[config.mk]
export PLATFORM = sky130hd
export DESIGN_NAME = mont_shadow_mul
export DESIGN_NICKNAME = d
export VERILOG_FILES = /design/src/rtl/mont_shadow_mul.sv
export SDC_FILE = /design/constraint.sdc
export NUM_CORES = 1
export LEC_CHECK = 0
export BUFFER_PORTS_ARGS = -buffer_cell sky130_fd_sc_hd__buf_2
export CORE_MARGIN = 4
export CORE_UTILIZATION = 48
export DETAILED_ROUTE_END_ITERATION = 7
export PLACE_DENSITY_LB_ADDON = 0.08
export SYNTH_ARGS = -nofsm -noshare
export SYNTH_HDL_FRONTEND = slang
export SYNTH_SLANG_ARGS = --single-unit
[constraint.sdc]
create_clock -name clk -period 13.25 [get_ports clk]
set_input_delay 2.65 -clock clk [delete_from_list [all_inputs] [get_ports clk]]
set_output_delay 2.65 -clock clk [all_outputs]
set_load 0.01 [all_outputs]
[src/rtl/mont_shadow_mul.sv]
module mont_shadow_mul #(
  parameter int W  = 4,
  parameter int L  = 16,
  parameter int Q  = 3329,
  parameter int QW = 12,
  parameter int QP = 15,
  parameter int K  = 1,
  parameter int SW = 26
) (
  input  logic                 clk,
  input  logic                 rst_n,
  input  logic                 start,
  input  logic [L-1:0]         alpha,
  input  logic [QW-1:0]        beta,
  input  logic                 inj_en,
  input  logic [$clog2(L/W)-1:0] inj_iter,
  input  logic [QW+1:0]        inj_mask,
  output logic [QW-1:0]        result,
  output logic                 done,
  output logic                 fault
);
  localparam int NWIN = L / W;
  localparam int CW   = $clog2(NWIN);
  localparam int NW   = QW + 2;
  localparam int SBND = ((2**W + K*Q) * Q) / (2**W - 1) + Q;

  logic [L-1:0]  a_sh;
  logic [QW-1:0] b_r;
  logic [NW-1:0] acc;
  logic [SW-1:0] sacc;
  logic [CW-1:0] cnt;
  logic          busy;

  logic [W-1:0]  win, mu_n, mu_s;
  logic [SW-1:0] wf, nsum, ssum;
  logic [NW-1:0] acc_nx;
  logic [QW-1:0] rn, rs;
  logic          accept;

  assign accept = start && !busy;
  assign win  = a_sh[W-1:0];
  assign wf   = SW'(win) + SW'(K*Q);

  assign mu_n = W'((SW'(acc[W-1:0]) + SW'(win) * SW'(b_r[W-1:0])) * SW'(QP));
  assign mu_s = W'((SW'(sacc[W-1:0]) + wf * SW'(b_r[W-1:0])) * SW'(QP));
  assign nsum = SW'(acc) + SW'(win) * SW'(b_r) + SW'(mu_n) * SW'(Q);
  assign ssum = sacc + wf * SW'(b_r) + SW'(mu_s) * SW'(Q);

  assign acc_nx = NW'(nsum >> W) ^ ((inj_en && cnt == inj_iter) ? inj_mask : '0);

  assign rn = QW'(acc % NW'(Q));
  assign rs = QW'(sacc % SW'(Q));
  assign result = rn;

  always_ff @(posedge clk or negedge rst_n) begin
    if (!rst_n) begin
      a_sh <= '0; b_r <= '0; acc <= '0; sacc <= '0;
      cnt <= '0; busy <= 1'b0; done <= 1'b0; fault <= 1'b0;
    end else begin
      done <= busy && cnt == CW'(NWIN-1);
      if (accept) begin
        a_sh  <= alpha;
        b_r   <= beta;
        acc   <= '0;
        sacc  <= '0;
        cnt   <= '0;
        busy  <= 1'b1;
        fault <= 1'b0;
      end else begin
        if (busy) begin
          a_sh <= a_sh >> W;
          acc  <= acc_nx;
          sacc <= ssum >> W;
          cnt  <= cnt + 1'b1;
          if (cnt == CW'(NWIN-1)) busy <= 1'b0;
        end
        if (done && rn != rs) fault <= 1'b1;
      end
    end
  end

  AST_DONE_ONE_CYCLE: assert property (@(posedge clk) disable iff (!rst_n)
    done |=> !done);
  AST_DONE_AFTER_BUSY: assert property (@(posedge clk) disable iff (!rst_n)
    done |-> !busy);
  AST_RESULT_RANGE: assert property (@(posedge clk) disable iff (!rst_n)
    done |-> result < QW'(Q));
  AST_SHADOW_BOUND: assert property (@(posedge clk) disable iff (!rst_n)
    sacc < SW'(SBND));
  AST_EXACT_SHIFT: assert property (@(posedge clk) disable iff (!rst_n)
    busy |-> (nsum[W-1:0] == '0 && ssum[W-1:0] == '0));
  AST_FLAG_ON_MISMATCH: assert property (@(posedge clk) disable iff (!rst_n)
    (done && rn != rs) |=> fault);
  AST_FAULT_STICKY: assert property (@(posedge clk) disable iff (!rst_n)
    (fault && !accept) |=> fault);
  AST_BUSY_HOLD: assert property (@(posedge clk) disable iff (!rst_n)
    (busy && cnt != CW'(NWIN-1)) |=> (busy && cnt == $past(cnt) + 1'b1));
endmodule

==> metrics.md <==
| Metric | Value |
|---|---|
| Final hold violations | 0 |
| Mapped Area | 16700 um^2 |
| Longest Clk Path Bufs | 2 |
| Finished Core Util | 53.0% |
| Biggest cell delay along the critical path | 0.64 ns |
| N_diodes | 0 |
| Area after DPL | 17500 um^2 |
| Crit path time final | 12.50 ns |
| Num Clock Sinks | 69 |
| Core box area | 34400 um^2 |
| Kind of critical path | flip-flop to flip-flop |
| Cts hold-fix bufs | 0 |
| Yosys warns | 0 |
| CP max FO | 9 |
| Cells after Synth | 2030 |
| Placement row count | 68 |
| HP Start | a_sh[13] |
| Synth area leader | fa_1 |
| Average wire per standard cell | 16.7 um |
| Synthesized net count | 2407 |
| Syn avg cell area | 8.22 um^2 |
| CP Buf/Inv Count | 1 |
| DIE AREA | 37800 um^2 |
| Worst r2r src | sacc[13] |
| Drt initial violations | 774 |
| Crit-path slowest cell | or4_4 |
| Most instantiated cells after synthesis | 255 x inv_1, 242 x nand2_1, 195 x ha_1, 134 x fa_1, 116 x nor2_1 |
| Final WL | 42500 um |
| Post-route cell area | 18200 um^2 |
| Vias in the first global route | 14300 |
| Boundary Pins | 62 |
| Ratio of cells with drive above 1 in the final layout | 12.6% |
| Initial core utilization | 48.5% |
| Top-count cell post-synth | inv_1 |
| GRT Overall Usage | 22.3% |
| Final Net Count | 2466 |
| Worst EP arrival | 12.75 ns |
| Initial antenna violation count | 0 |
| Post-route ant nets | 0 |
| Post-synthesis sequential area ratio | 10.4% |
| Initial DRT Pass Iterations | 5 |
| Worst Tran Pin Value | 1.03 ns |
| Root Driver | clkbuf_16 |
| Period utilisation layout | 94.3% |
| Final setup violation count | 0 |
| Largest net degree at the start of global routing | 70 |
| Highest clock rate | 0.0800 GHz |
| Ys flop type | dfrtp_1 |
| Share of flip-flops with an asynchronous set or reset | 100% |
| Routed vias/inst | 5.70 |
| Clk slew on worst S/H paths | 0.07 ns |
| Crit. Startpoint | sacc[13] |
| Critical Path Most Common Cell | or3_1 |
| Worst Hold Class | flip-flop to flip-flop |
| DRC violation count after routing | 0 |
| Vias | 14500 |
| Synth area leaders | fa_1 16%, ha_1 15%, dfrtp_1 10%, xnor2_1 6.0%, inv_1 5.7% |
| Element type at the critical path end | flip-flop |
| Filler Cell Count | 3371 |
| GRT overflow | 0 |
| Outcome | finished clean |
| CTS tree | done |
| Clock skew | 0.0133 ns |
| Die height | 194 um |
| H-tree depth | 3 |
| Global-route wire length before repair | 71600 um |
| Critical path's top delay family | compound AO/OA/AOI/OAI gates |
| CTS Buf Count | 9 |
| Max-slew violation count | 0 |
| Worst skew pair latency | 0.36 ns |
| Placer Congestion | 0.923 |
| DPL Wire Length | 34500 um |
| Die Wd | 194 um |
| #FFs+latches synth | 69 |
| MaxCap Viol Count | 0 |
| Worst EP required | 13.50 ns |
| Hold WS | 0.483 ns |
| Slew Limit Headroom | 30.9% |
| Number of synthesized flops with an enable pin | 0 |
| Setup crit start kind | flip-flop |
| Area grow syn2layout | 9.24% |
| Distinct cells, synth | 122 |
| Top cell type's share of synthesized area | 16.1% |
| # port buffers | 61 |
[flip-flops by register name (all words and copies together) (netlist names)]
register	count
acc	14
cnt	2
sacc	22
b_r	12
done	1
a_sh	16
fault	1
busy	1
[worst min-delay path, delay by kind of cell (launching register included)]
family | cells | cell delay [ns]
flops | 1 | 0.34
compound gates | 1 | 0.06
simple gates | 1 | 0.04
[stage by stage]
stage | setup TNS [ns] | setup slack (ns) | cells
after global routing | -0.0661 | -0.0661 | 2549
after CTS | 0 | 0.103 | 2530
after detailed placement | 0 | 0.156 | 2514
after floorplan | 0 | 1.18 | 2030
final | 0 | 0.754 | 2549
after global placement | 0 | 0.538 | 2514
[cell families after synthesis]
family / Yosys count / synth area share [%]
XOR/XNOR: 169 / 9.05
AND/OR/NAND/NOR: 664 / 20.2
flip-flops: 69 / 10.4
adder cells (fa/ha/maj): 331 / 30.8
multiplexers: 31 / 2.02
buffers and inverters: 331 / 7.81
AO/OA/AOI/OAI: 435 / 19.7
[worst paths after layout]
path	to	slack, ns	cells after the start
setup / recovery	fault	0.75	45
hold / removal	a_sh[9]	0.48	2
setup reg to reg	fault	0.75	45
hold reg to reg	a_sh[9]	0.48	2
max in group asynchronous	sacc[18]	10.14	1
min in group asynchronous	fault	2.43	1
[final cells by class]
| type | instances | area [um^2] | share of cell area [%] |
|---|---|---|---|
| clock buffer | 9 | 225 | 1.24 |
| clock inverter | 7 | 62.6 | 0.343 |
| inverter | 256 | 961 | 5.27 |
| sequential | 69 | 1730 | 9.48 |
| multi-input combinational | 1630 | 13900 | 76.3 |
| tap | 455 | 569 | 3.12 |
| timing repair buffer | 123 | 773 | 4.24 |
[layer usage]
layer  wire length (um)  vias to the layer above  track usage, %
met3               1290                       47            1.77
li1                   -                     7131               -
met2              20400                      293            37.3
met1              20200                     7051            31.7
met4                676                        0            5.05
met5                  0                        -               0
[repair_timing]
| action | in CTS | in global routing |
|---|---|---|
| setup endpoints to repair | 0 | 1 |
| gates resized for setup | 0 | 47 |
| setup buffers | 0 | 19 |
| endpoints found under the hold margin | 0 | 0 |
[layout by cell type, fill, tap and decap left out, drive strengths merged, types with 11 or more instances in the layout]
master,count
nand2,246
nor2b,28
nor4,20
o21a,20
xor2,51
fa,134
nor3,38
a211oi,18
o21ai,111
inv,259
nand4,15
or2,14
nand2b,11
and2,57
a211o,11
a21oi,57
dfrtp,69
ha,195
or3,16
o211ai,26
o31ai,12
mux2i,26
a21o,26
a31oi,19
nand3,41
and3,23
buf,123
nor2,118
xnor2,117
Power is not shown: default switching activity piles up to over one toggle a cycle in this logic, so the estimate is an artifact.
